## config.mk

```make
export PLATFORM = sky130hd
export DESIGN_NAME = irw_capture
export DESIGN_NICKNAME = d
export VERILOG_FILES = /design/src/rtl/irw_pkg.sv /design/src/rtl/irw_tick_gen.sv /design/src/rtl/irw_deglitch.sv /design/src/rtl/irw_width_fsm.sv /design/src/rtl/irw_capture_bank.sv /design/src/rtl/irw_capture.sv
export SDC_FILE = /design/constraint.sdc
export NUM_CORES = 1
export LEC_CHECK = 0
export BUFFER_PORTS_ARGS = -buffer_cell sky130_fd_sc_hd__buf_2
export CORE_ASPECT_RATIO = 0.75
export CORE_MARGIN = 2
export CORE_UTILIZATION = 40
export CTS_CLUSTER_DIAMETER = 50
export CTS_CLUSTER_SIZE = 8
export DETAILED_ROUTE_END_ITERATION = 7
export SETUP_SLACK_MARGIN = 0.2
export SKIP_CTS_REPAIR_TIMING = 1
export SKIP_LAST_GASP = 1
export SLEW_MARGIN = 20
export SYNTH_ARGS = -nofsm -noshare
export SYNTH_HDL_FRONTEND = slang
export SYNTH_SLANG_ARGS = --single-unit
```

## constraint.sdc

```tcl
create_clock -name clk -period 8.43 [get_ports clk]
set_input_delay 1.2645 -clock clk [delete_from_list [all_inputs] [get_ports clk]]
set_output_delay 1.2645 -clock clk [all_outputs]
set_load 0.02 [all_outputs]
```

## src/rtl/irw_pkg.sv

```systemverilog
// Shared types and register offsets for the infrared width capture block.
// Assumes byte addressing with word-aligned registers.
package irw_pkg;
    typedef enum logic [1:0] {
        CAP_ARMED = 2'd0,
        CAP_RUN   = 2'd1,
        CAP_TAIL  = 2'd2,
        CAP_DONE  = 2'd3
    } cap_state_t;

    localparam int          WID_W        = 8;
    localparam logic [7:0]  WID_MAX      = 8'hFF;
    localparam logic [7:0]  WID_PRE_MAX  = 8'hFE;

    localparam logic [7:0]  ADDR_CTRL    = 8'h00;
    localparam logic [7:0]  ADDR_TICK    = 8'h04;
    localparam logic [7:0]  ADDR_FILT    = 8'h08;
    localparam logic [7:0]  ADDR_RESTART = 8'h0C;
    localparam logic [7:0]  ADDR_IEN     = 8'h10;
    localparam logic [7:0]  ADDR_ISTAT   = 8'h14;
    localparam logic [7:0]  ADDR_CAP     = 8'h40;
endpackage

```

## src/rtl/irw_tick_gen.sv

```systemverilog
// Sampling tick divider: emits a one-cycle pulse every PERIOD+1 clocks.
// Assumes the period may change at any time; the count restarts when halted.
module irw_tick_gen #(
    parameter int PW = 16
) (
    input  logic          clk,
    input  logic          rst_n,
    input  logic          run,
    input  logic [PW-1:0] period,
    output logic          tick
);
    logic [PW-1:0] cnt_q;

    // Tick fires at the terminal count while running.
    assign tick = run && (cnt_q >= period);

    // Advance the divider, wrap on tick, hold at zero while halted.
    always_ff @(posedge clk) begin
        if (!rst_n || !run) begin
            cnt_q <= '0;
        end else if (tick) begin
            cnt_q <= '0;
        end else begin
            cnt_q <= cnt_q + PW'(1);
        end
    end
endmodule

```

## src/rtl/irw_deglitch.sv

```systemverilog
// Input synchronizer and de-glitch filter.
// Samples the synchronized line at each tick; the filtered level flips only
// after NEED consecutive differing samples (0 is treated as 1).
// Assumes the line idles at IDLE_LEVEL.
module irw_deglitch #(
    parameter int   DG_W       = 5,
    parameter logic IDLE_LEVEL = 1'b1
) (
    input  logic            clk,
    input  logic            rst_n,
    input  logic            run,
    input  logic            tick,
    input  logic            raw,
    input  logic [DG_W-1:0] need,
    output logic            level
);
    logic            sync1_q, sync2_q;
    logic [DG_W-1:0] diff_q;
    logic [DG_W:0]   diff_next;
    logic [DG_W:0]   need_eff;

    assign need_eff  = (need == '0) ? (DG_W+1)'(1) : {1'b0, need};
    assign diff_next = {1'b0, diff_q} + (DG_W+1)'(1);

    // Two-flop synchronizer for the asynchronous receiver line.
    always_ff @(posedge clk) begin
        if (!rst_n) begin
            sync1_q <= IDLE_LEVEL;
            sync2_q <= IDLE_LEVEL;
        end else begin
            sync1_q <= raw;
            sync2_q <= sync1_q;
        end
    end

    // Count consecutive differing samples and accept the change at NEED.
    always_ff @(posedge clk) begin
        if (!rst_n) begin
            level  <= IDLE_LEVEL;
            diff_q <= '0;
        end else if (run && tick) begin
            if (sync2_q != level) begin
                if (diff_next >= need_eff) begin
                    level  <= sync2_q;
                    diff_q <= '0;
                end else begin
                    diff_q <= diff_next[DG_W-1:0];
                end
            end else begin
                diff_q <= '0;
            end
        end
    end
endmodule

```

## src/rtl/irw_width_fsm.sv

```systemverilog
// Mark/space width measurement state machine.
// Armed -> waits for a mark; Run -> counts ticks per level and emits one store
// per completed level; a space reaching 255 stores 0xFF and enters Tail, which
// waits OK_COUNT further ticks before Done. Restart returns to Armed.
// Assumes 'mark' is the filtered level, already in mark polarity.
module irw_width_fsm
    import irw_pkg::*;
#(
    parameter int SLOTS = 68,
    parameter int IDX_W = 7,
    parameter int OK_W  = 8
) (
    input  logic             clk,
    input  logic             rst_n,
    input  logic             run,
    input  logic             tick,
    input  logic             restart,
    input  logic             mark,
    input  logic [OK_W-1:0]  ok_count,
    output logic             store_en,
    output logic [IDX_W-1:0] store_idx,
    output logic [WID_W-1:0] store_val,
    output logic             done_pulse,
    output cap_state_t       state,
    output logic [IDX_W-1:0] idx
);
    localparam logic [IDX_W-1:0] IDX_LIMIT = IDX_W'(SLOTS);

    logic             phase_mark_q;
    logic [WID_W-1:0] cnt_q;
    logic [OK_W-1:0]  tail_q;
    logic             step, level_flip, space_sat, room;

    assign step       = run && tick;
    assign level_flip = (state == CAP_RUN) && (mark != phase_mark_q);
    assign space_sat  = (state == CAP_RUN) && !phase_mark_q && !level_flip
                        && (cnt_q == WID_PRE_MAX);
    assign room       = (idx < IDX_LIMIT);

    // One store per completed level while room remains.
    assign store_en  = step && room && (level_flip || space_sat);
    assign store_idx = idx;
    assign store_val = level_flip ? cnt_q : WID_MAX;

    // Sequence the capture phases and width counters.
    always_ff @(posedge clk) begin
        if (!rst_n || restart) begin
            state        <= CAP_ARMED;
            phase_mark_q <= 1'b0;
            cnt_q        <= '0;
            tail_q       <= '0;
            idx          <= '0;
            done_pulse   <= 1'b0;
        end else begin
            done_pulse <= 1'b0;
            if (step) begin
                case (state)
                    CAP_ARMED: begin
                        if (mark) begin
                            state        <= CAP_RUN;
                            phase_mark_q <= 1'b1;
                            cnt_q        <= WID_W'(1);
                        end
                    end
                    CAP_RUN: begin
                        if (level_flip) begin
                            if (room) idx <= idx + IDX_W'(1);
                            phase_mark_q <= mark;
                            cnt_q        <= WID_W'(1);
                        end else if (space_sat) begin
                            if (room) idx <= idx + IDX_W'(1);
                            cnt_q  <= WID_MAX;
                            tail_q <= '0;
                            state  <= CAP_TAIL;
                        end else if (cnt_q != WID_MAX) begin
                            cnt_q <= cnt_q + WID_W'(1);
                        end
                    end
                    CAP_TAIL: begin
                        if (tail_q >= ok_count) begin
                            state      <= CAP_DONE;
                            done_pulse <= 1'b1;
                        end else begin
                            tail_q <= tail_q + OK_W'(1);
                        end
                    end
                    default: ;
                endcase
            end
        end
    end
endmodule

```

## src/rtl/irw_capture_bank.sv

```systemverilog
// Capture bank: WORDS words of LANES byte lanes, one byte written per store.
// Entry n lands in word n/LANES, lane n%LANES. Clear zeroes every lane.
module irw_capture_bank
    import irw_pkg::*;
#(
    parameter int WORDS = 17,
    parameter int LANES = 4,
    parameter int IDX_W = 7,
    localparam int BANK_W = WORDS * LANES * WID_W
) (
    input  logic             clk,
    input  logic             rst_n,
    input  logic             clear,
    input  logic             store_en,
    input  logic [IDX_W-1:0] store_idx,
    input  logic [WID_W-1:0] store_val,
    output logic [BANK_W-1:0] bank_flat
);
    for (genvar w = 0; w < WORDS; w++) begin : g_word
        for (genvar l = 0; l < LANES; l++) begin : g_lane
            localparam logic [IDX_W-1:0] SLOT = IDX_W'(w * LANES + l);
            logic [WID_W-1:0] byte_q;

            // Hold one captured width; zero on reset or restart.
            always_ff @(posedge clk) begin
                if (!rst_n || clear) begin
                    byte_q <= '0;
                end else if (store_en && (store_idx == SLOT)) begin
                    byte_q <= store_val;
                end
            end

            assign bank_flat[(w*LANES + l)*WID_W +: WID_W] = byte_q;
        end
    end
endmodule

```

## src/rtl/irw_capture.sv

```systemverilog
// Infrared pulse-width capture controller, top level.
// Holds the register file, interrupt status and read mux, and joins the tick
// divider, de-glitch filter, width state machine and capture bank.
// Assumes single-cycle write strobes; read data is combinational on address.
module irw_capture
    import irw_pkg::*;
#(
    parameter int          WORDS        = 17,
    parameter int          LANES        = 4,
    parameter int          TICK_W       = 16,
    parameter int          DG_W         = 5,
    parameter int          OK_W         = 8,
    parameter logic [15:0] TICK_DEFAULT = 16'd2299,
    parameter logic [7:0]  OK_DEFAULT   = 8'h0F,
    parameter logic [4:0]  DG_DEFAULT   = 5'd1
) (
    input  logic        clk,
    input  logic        rst_n,
    input  logic        ir_in,
    input  logic        bus_wr,
    input  logic [7:0]  bus_addr,
    input  logic [31:0] bus_wdata,
    output logic [31:0] bus_rdata,
    output logic        irq
);
    localparam int SLOTS  = WORDS * LANES;
    localparam int IDX_W  = $clog2(SLOTS + 1);
    localparam int WORD_W = LANES * WID_W;
    localparam int BANK_W = WORDS * WORD_W;

    logic              gen_en_q, det_en_q, ien_q, stat_q;
    logic [OK_W-1:0]   ok_q;
    logic [TICK_W-1:0] period_q;
    logic [DG_W-1:0]   dg_q;

    logic              run, tick, level, done_pulse;
    logic              restart_wr, stat_clr_wr;
    logic              store_en;
    logic [IDX_W-1:0]  store_idx, cap_idx;
    logic [WID_W-1:0]  store_val;
    cap_state_t        cap_state;
    logic [BANK_W-1:0] bank_flat;
    logic [7:0]        cap_off;
    logic              unused_wdata;

    assign run         = gen_en_q && det_en_q;
    assign restart_wr  = bus_wr && (bus_addr == ADDR_RESTART) && bus_wdata[0];
    assign stat_clr_wr = bus_wr && (bus_addr == ADDR_ISTAT) && bus_wdata[0];
    assign unused_wdata = ^bus_wdata;

    // Configuration register writes.
    always_ff @(posedge clk) begin
        if (!rst_n) begin
            gen_en_q <= 1'b0;
            det_en_q <= 1'b0;
            ok_q     <= OK_DEFAULT;
            period_q <= TICK_DEFAULT[TICK_W-1:0];
            dg_q     <= DG_DEFAULT[DG_W-1:0];
            ien_q    <= 1'b0;
        end else if (bus_wr) begin
            case (bus_addr)
                ADDR_CTRL: begin
                    gen_en_q <= bus_wdata[0];
                    det_en_q <= bus_wdata[13];
                    ok_q     <= bus_wdata[16 +: OK_W];
                end
                ADDR_TICK: period_q <= bus_wdata[TICK_W-1:0];
                ADDR_FILT: dg_q     <= bus_wdata[8 +: DG_W];
                ADDR_IEN:  ien_q    <= bus_wdata[0];
                default: ;
            endcase
        end
    end

    // Completion status: set by the state machine, cleared by write-one.
    always_ff @(posedge clk) begin
        if (!rst_n) begin
            stat_q <= 1'b0;
        end else if (done_pulse) begin
            stat_q <= 1'b1;
        end else if (stat_clr_wr) begin
            stat_q <= 1'b0;
        end
    end

    assign irq = stat_q && ien_q;

    irw_tick_gen #(.PW(TICK_W)) u_tick (
        .clk    (clk),
        .rst_n  (rst_n),
        .run    (run),
        .period (period_q),
        .tick   (tick)
    );

    irw_deglitch #(.DG_W(DG_W), .IDLE_LEVEL(1'b1)) u_filt (
        .clk   (clk),
        .rst_n (rst_n),
        .run   (run),
        .tick  (tick),
        .raw   (ir_in),
        .need  (dg_q),
        .level (level)
    );

    irw_width_fsm #(.SLOTS(SLOTS), .IDX_W(IDX_W), .OK_W(OK_W)) u_fsm (
        .clk        (clk),
        .rst_n      (rst_n),
        .run        (run),
        .tick       (tick),
        .restart    (restart_wr),
        .mark       (!level),
        .ok_count   (ok_q),
        .store_en   (store_en),
        .store_idx  (store_idx),
        .store_val  (store_val),
        .done_pulse (done_pulse),
        .state      (cap_state),
        .idx        (cap_idx)
    );

    irw_capture_bank #(.WORDS(WORDS), .LANES(LANES), .IDX_W(IDX_W)) u_bank (
        .clk       (clk),
        .rst_n     (rst_n),
        .clear     (restart_wr),
        .store_en  (store_en),
        .store_idx (store_idx),
        .store_val (store_val),
        .bank_flat (bank_flat)
    );

    assign cap_off = bus_addr - ADDR_CAP;

    // Register read mux.
    always_comb begin
        bus_rdata = '0;
        case (bus_addr)
            ADDR_CTRL:  bus_rdata = 32'(gen_en_q) | (32'(det_en_q) << 13)
                                    | (32'(ok_q) << 16);
            ADDR_TICK:  bus_rdata = 32'(period_q);
            ADDR_FILT:  bus_rdata = 32'(dg_q) << 8;
            ADDR_IEN:   bus_rdata = 32'(ien_q);
            ADDR_ISTAT: bus_rdata = 32'(stat_q);
            default: begin
                if (bus_addr >= ADDR_CAP && (32'(cap_off) >> 2) < WORDS) begin
                    bus_rdata = 32'(bank_flat[32'(cap_off[7:2]) * WORD_W +: WORD_W]);
                end
            end
        endcase
    end
endmodule

```

# Yosys cells after proc, flatten, opt, wreduce, memory -nomap -nowiden
# Cells that the tools add are included.
# W data, S select, Z words.
# totals
reg_bits	628
in_bits	44
out_inout_bits	33
wordCells	329
# classes
add_sub_neg	6
magnitude_cmp	6
eq_ne	85
shifts	1
muxes	29
bitwise	4
reduce_logical	112
# op_table
op	n
$shiftx A544 B12 Y32	1
$eq A7 B6 Y1 const B	32
$pmux W32 S5	1
$eq A7 B5 Y1 const B	16
$logic_and A1 B1 Y1	83
$mux W8	8
$eq A7 B4 Y1 const B	8
$mux W32	1
$pmux W8 S2	2
$eq A7 B3 Y1 const B	4
$eq A7 B7 Y1 const B	4
$or A14 B24 Y24	1
$mux W7	3
$add A16 B1 Y16 const B	1
$add A8 B1 Y8 const B	2
$eq A8 B4 Y1 const B	2
$eq A8 B5 Y1 const B	2
$ge A16 B16 Y1	1
$mux W5	3
$eq A7 B2 Y1 const B	2
$or A1 B14 Y14	1
$eq A8 B3 Y1 const B	1
$eq A8 B8 Y1 const B	1
$ge A8 B7 Y1 const B	1
35 further kinds	62

# Longest topological paths before layout
# Gate-level depths: netlist of the first run.
# logic_depth
ltp_word	9
ltp_mapped	12
depth_no_buf	9

# Cells and area by module
# Synthesis of the first run repeated with hierarchy kept, for this count alone.
# unflattened
hier_cells	2845
area_unflattened_um2	29153.0
# modules_own_cells
mod	n_inst	cells_each	area_each_um2
irw_capture_bank	1	1876	19735.2
irw_capture	1	549	5963.2
irw_width_fsm	1	233	1891.8
irw_tick_gen	1	128	1054.8
irw_deglitch	1	59	508.0

# Worst setup path after synthesis of the first run
# No wires, ideal clock.
# synth_path
path_type	input to output
start	input port bus_addr[2]
end	output port bus_rdata[0]
t_arrival_ns	3.260
required_time_ns	7.166
setup_slack_ns	3.906
stages	7
path_buffers	3
cell_sequence	buf_2 buf_1 clkbuf_1 mux4_2 mux4_2 inv_1 o21ai_1
# synth_between
elab_chain_len	5
word_cells_on_any_way	12
cone_classes	add/sub (1); order compare (2); eq/ne (4); shift (1); mux (2); reduce/logical (2)
# synth_rtl
element	line	source
start, declared	irw_capture.sv:21	input logic [7:0] bus_addr,
branches (longest 4 deep; another with $sub A8 B7 Y8)	n/a	
$pmux W32 S5 *	irw_capture.sv:137	case (bus_addr)
end, declared	irw_capture.sv:23	output logic [31:0] bus_rdata,
# Mark *: on every way between the ends.

# Worst setup path in the final report of the first run
# layout_path
start	input port bus_addr[3]
end	output port bus_rdata[23]
# The elaborated chain is that of the path after synthesis.

==> metrics, run 1 <==
status finished clean; gp weighted congestion 0.832; most frequent cells in the layout dfxtp_1 (628), o21ai_0 (381), o211ai_1 (310), nand3_1 (293), o21ai_1 (207); CP Capture Type output port; Routed Antenna Nets 0; worst min-delay path class flip-flop to flip-flop; dpl hpwl 53300 um; Cell Area, Placed 29300 sq um; Main synth FF type dfxtp_1; Non-Filler Instances 3794; Max-cap violations 0; wirelength, routed 88000 um; critical path's slowest cell mux4_2; arrival time worst endpoint 4.06 ns; GRT overflow 0; Starting DRT DRC Count roughly 2500; average wire per standard cell 23.2 um; CP max stage delay 0.63 ns; Num CTS Buffers between 80 and 90; Clock Sinks 628; Seq cells post-synth 628; clock-pin slew on the worst setup and hold paths 0.05 ns; Crit path max-delay family buffers and inverters; VDD IR max approximately 150 uV; Via density 6.33; CP startpoint kind primary input; final setup vio count 0; CTS Buffer Depth 3; Worst-Skew Late Latency 0.62 ns; Leak 0.0104 uW; PortBufs 68; Mean Syn Cell Area approximately 9.7 sq um; total number of vias 24000; Die X around 310 um; hold violation count in the final report 0; layout cell share with drive strength beyond 1 0.159; fmax 188 MHz; Slew @ Worst Pin between 1 and 1.5 ns; min-delay src u_filt.sync1_q$_SDFF_PN1_; Cell Chain, Critical Path buf_6 > buf_4 > mux4_2 > mux4_2 > inv_1 > o21ai_1 > buf_2; # H-tree levels 3; Worst Path Max Fanout 60; site row count 85; CP Class primary input to output port; minimum clock period 5.32 ns; Util after Layout 0.444; Worst Skew approximately 0.016 ns; total power around 6400 uW; Die H 236 um; die area roughly 74000 sq um; Syn Nets about 3000; pwr dens slightly above 200 nW/um^2; unrepaired setup endpoints after global routing false; worst path required time 7.17 ns; Core Region just over 70000 sq um; Design Area, Final 31700 sq um; asr flop ratio synth 0; I/O pin cnt 77; share of the synthesized area in the top cell type 0.437; commonest non-fill, non-tap cell in the layout dfxtp_1; synthesized instance count 2973; WHS Endpoint u_filt.sync2_q$_SDFF_PN1_; reg2reg start u_fsm.state[1]$_SDFFE_PP0P_; Max Slew Vio Count 0; cell mode on critical path mux4_2; Bufs and invs on worst path 4; Initial Utilization 0.403; reg-to-reg slack, setup 4.18 ns; root buffer selected by CTS clkbuf_16; placed cells 3696; Nets 2919; Yosys cell types 73; register area share after synthesis 0.437; post-synth top area cell dfxtp_1; antenna violations before repair 4; DRT Pass-1 Iters 8; Final period util 0.632; CTS tree yes; synthesized area 28800 sq um; number of global-route vias before repair 23000; Reg2Reg Depth 8; first-pass GRT wire length 135000 um; Synthesis Warnings 0; largest net degree at the start of global routing ~220; relative slew slack 0.269; dominant cells by area after synthesis dfxtp_1 (44%), mux4_2 (12%), o211ai_1 (8.1%); setup TNS 0 ns; area grow syn2layout 10.2%; RR Endpoint u_bank.g_word[10].g_lane[2].byte_q[7]$_SDFFE_PP0P_; number of synthesized flops with an enable pin 0; Tot GR Track Use 0.231; drc violations 0; ant diodes 0; Hold Crit Depth 1
[metal layers]
layer	up-vias	wire, um	track usage
met5	-	0	0
met4	0	1890	0.0667
met3	155	7600	0.0426
met2	1073	38800	0.343
met1	12000	39700	0.341
li1	10800	-	-
[registers in the layout, indices dropped and copies added, names as in the netlist, 2 cells and up]
name / cells
u_bank.g_word.g_lane.byte_q: 544
period_q: 16
u_tick.cnt_q: 16
ok_q: 8
u_fsm.cnt_q: 8
u_fsm.tail_q: 8
u_fsm.idx: 7
dg_q: 5
u_filt.diff_q: 5
u_fsm.state: 2
[layout make-up]
class / instances / area, sq um
Clock buffer: 94 / 2330
Multi-Input combinational cell: 1931 / 14600
Clock inverter: 4 / 33.8
Inverter: 69 / 259
Sequential cell: 628 / 12600
Tap cell: 957 / 1200
Timing Repair Buffer: 111 / 713
Fill cell: 6716 / 39800
[kinds of logic after synthesis]
family                   Yosys count  synth area share
adder cells (fa/ha/maj)           45            0.0196
AND/OR/NAND/NOR                  612             0.107
multiplexers                     175             0.128
XOR/XNOR                          17           0.00517
flip-flops                       628             0.437
buffers and inverters            414            0.0606
AO/OA/AOI/OAI                   1082             0.243
[worst max-delay path by stage]
stage                      startpoint       endpoint  slack (ns)  cells after the start
after floorplan           bus_addr[2]   bus_rdata[0]        3.91                      7
after global placement    bus_addr[5]  bus_rdata[18]        2.89                      7
after detailed placement  bus_addr[5]  bus_rdata[18]        2.83                      7
after CTS                 bus_addr[5]  bus_rdata[18]        2.80                      7
after global routing      bus_addr[3]  bus_rdata[17]        3.01                      7
final                     bus_addr[3]  bus_rdata[23]        3.11                      7
[cell usage after synthesis (11+ instances only)]
cell type	number
mux4_2	153
o211ai_4	20
nor2_1	63
nand2_1	107
nor3_1	17
o211ai_1	310
or3_1	27
or2_1	20
dfxtp_1	628
o21ai_1	211
buf_1	21
clkbuf_1	222
inv_1	69
a22oi_1	18
mux2i_1	11
o211ai_2	11
a21boi_0	18
buf_2	85
mux2_2	11
nand3_1	293
a21oi_1	43
or2_0	17
ha_1	45
or2_2	15
o21ai_0	384
[power by group]
part | switching (uW) | internal, uW | total [uW]
Sequential | 0.464 | 2970 | 2980
Combinational | 166 | 52.0 | 218
Clock | 1260 | 1920 | 3180
Total | 1430 | 4950 | 6380
[stage by stage]
| stage | setup WS [ns] | hold WS, ns |
|---|---|---|
| floorplan | 3.91 | 0.386 |
| CTS | 2.80 | 0.419 |
| detailed placement | 2.83 | 0.401 |
| global placement | 2.89 | 0.390 |
| finish | 3.11 | 0.413 |
| global route | 3.01 | 0.445 |
Power figures use the tool's default switching activity.
==> run 2: changes to the inputs <==
clock period = 4.3 ns   (was 8.43 ns; I/O delays follow)
==> run 2 against run 1 <==
Sequential cell count is the same. Wire length rose by 0.39%. Final area is 1.3% higher. Core utilization rose by 0.58 points. Global-route usage up 0.25 points. Worst setup slack got worse by 2.7 ns. Final cell count is 0.66% higher. Clock power rose by 94%. Combinational power rose by 110%. Hold slack got worse by 0.20 ns.
==> metrics, run 2 (synthesis results as in run 1) <==
largest register by flop count u_bank.g_word.g_lane.byte_q; Worst Skew approximately 0.026 ns; gp weighted congestion 0.862; metal3 WL 7750 um; Initial Utilization 0.403; reg2reg start period_q[13]$_SDFFE_PN0P_; DRT Pass-1 Iters 6; Design Area, Final about 32000 sq um; Setup crit end bus_rdata[21]; die area 74100 sq um; # H-tree levels 3; Via density 6.25; Routed Antenna Nets 0; Die H about 240 um; fmax 254 MHz; antenna violations before repair 6; hold violation count in the final report 0; Slew @ Worst Pin 1.19 ns; site row count 85; number of global-route vias before repair 23000; total power 12500 uW; first-pass GRT wire length 137000 um; final setup vio count 0; top layer in use met5; worst path required time 3.65 ns; clock-pin slew on the worst setup and hold paths 0.05 ns; CP Launch Point bus_addr[2]; Cell Area, Placed 29800 sq um; largest net degree at the start of global routing 132; Num CTS Buffers just under 90; met1 WL 39700 um; pwr dens 388 nW/um^2; PortBufs 68; reg-to-reg slack, setup 0.78 ns; Max-cap violations 0; CP Capture Type output port; I/O pin cnt between 70 and 80; worst min-delay path class primary input to flip-flop; Max Slew Vio Count 0; unrepaired setup endpoints after global routing false; setup TNS 0 ns; arrival time worst endpoint 3.29 ns; Clock Sinks 628; wirelength, routed just under 90000 um; most frequent cells in the layout dfxtp_1 (628), o21ai_0 (381), o211ai_1 (310), nand3_1 (293), o21ai_1 (207); Nets between 2000 and 3000; routed length on met2 38700 um; Worst-Skew Late Latency 0.63 ns; Reg2Reg Depth 9; minimum clock period 3.93 ns; average wire per standard cell roughly 23 um; drc violations 0; CTS tree yes; commonest non-fill, non-tap cell in the layout dfxtp_1; CP startpoint kind primary input; Core Region 71500 sq um; ant diodes 0; Leak about 0.011 uW; relative slew slack 0.203; root buffer selected by CTS clkbuf_16; status finished clean; total number of vias 23900; Die X 314 um; dpl hpwl 55500 um; Final period util 0.914; Worst Path Max Fanout 30; Starting DRT DRC Count approximately 2600; VDD IR max 324 uV; CP Class primary input to output port; GRT overflow 0; Tot GR Track Use 0.234; biggest regs u_bank.g_word.g_lane.byte_q (544), period_q (16), u_tick.cnt_q (16); CTS Buffer Depth 3; RR Endpoint u_bank.g_word[10].g_lane[2].byte_q[7]$_SDFFE_PP0P_; max reg flops 544; layout cell share with drive strength beyond 1 0.166; area grow syn2layout 11.6%
-- run 2: final cells by class --
cell class | instances | area, sq um
inverters | 69 | 259
fillers | 6654 | 39400
multi-input cells | 1931 | 14600
well taps | 957 | 1200
flip-flops and latches | 628 | 12600
clock inverters | 6 | 78.8
repair buffers | 137 | 1160
clock buffers | 91 | 2250
-- run 2: routing by layer --
layer	GRT usage	vias up
met5	0	-
met4	0.0692	8
met3	0.0502	163
met2	0.348	1060
met1	0.338	11800
li1	-	10900
-- run 2: worst min path at each step --
stage / startpoint / endpoint / cells after the start / slack [ns]
3_3_place_gp: u_filt.sync1_q$_SDFF_PN1_ / u_filt.sync2_q$_SDFF_PN1_ / 1 / 0.39
3_5_place_dp: u_filt.sync1_q$_SDFF_PN1_ / u_filt.sync2_q$_SDFF_PN1_ / 1 / 0.40
6_report: ir_in / u_filt.sync1_q$_SDFF_PN1_ / 2 / 0.21
5_1_grt: ir_in / u_filt.sync1_q$_SDFF_PN1_ / 2 / 0.22
4_1_cts: ir_in / u_filt.sync1_q$_SDFF_PN1_ / 2 / 0.20
2_1_floorplan: u_filt.sync1_q$_SDFF_PN1_ / u_filt.sync2_q$_SDFF_PN1_ / 1 / 0.39
-- run 2: power breakdown --
part | total [uW] | internal (uW) | leakage (uW) | switching, uW
Clock | 6160 | 3670 | 0.00115 | 2480
Sequential | 5830 | 5830 | 0.00506 | 0.955
Combinational | 463 | 129 | 0.00436 | 334
-- run 2: stage by stage --
step           cells  utilization  hold slack (ns)  setup WS (ns)
2_1_floorplan   2973            -            0.386           1.01
4_1_cts         3819        0.449            0.200          0.416
5_1_grt         3819        0.449            0.220          0.302
6_report        3819        0.449            0.213          0.368
3_3_place_gp    3722        0.417            0.390          0.434
3_5_place_dp    3722        0.417            0.395          0.356
-- run 2: critical path: stages --
cell,delay (ns)
buf_6,0.21
or4_1,0.70
a21o_1,0.35
or2_1,0.60
buf_4,0.33
o21ai_1,0.21
buf_2,0.20
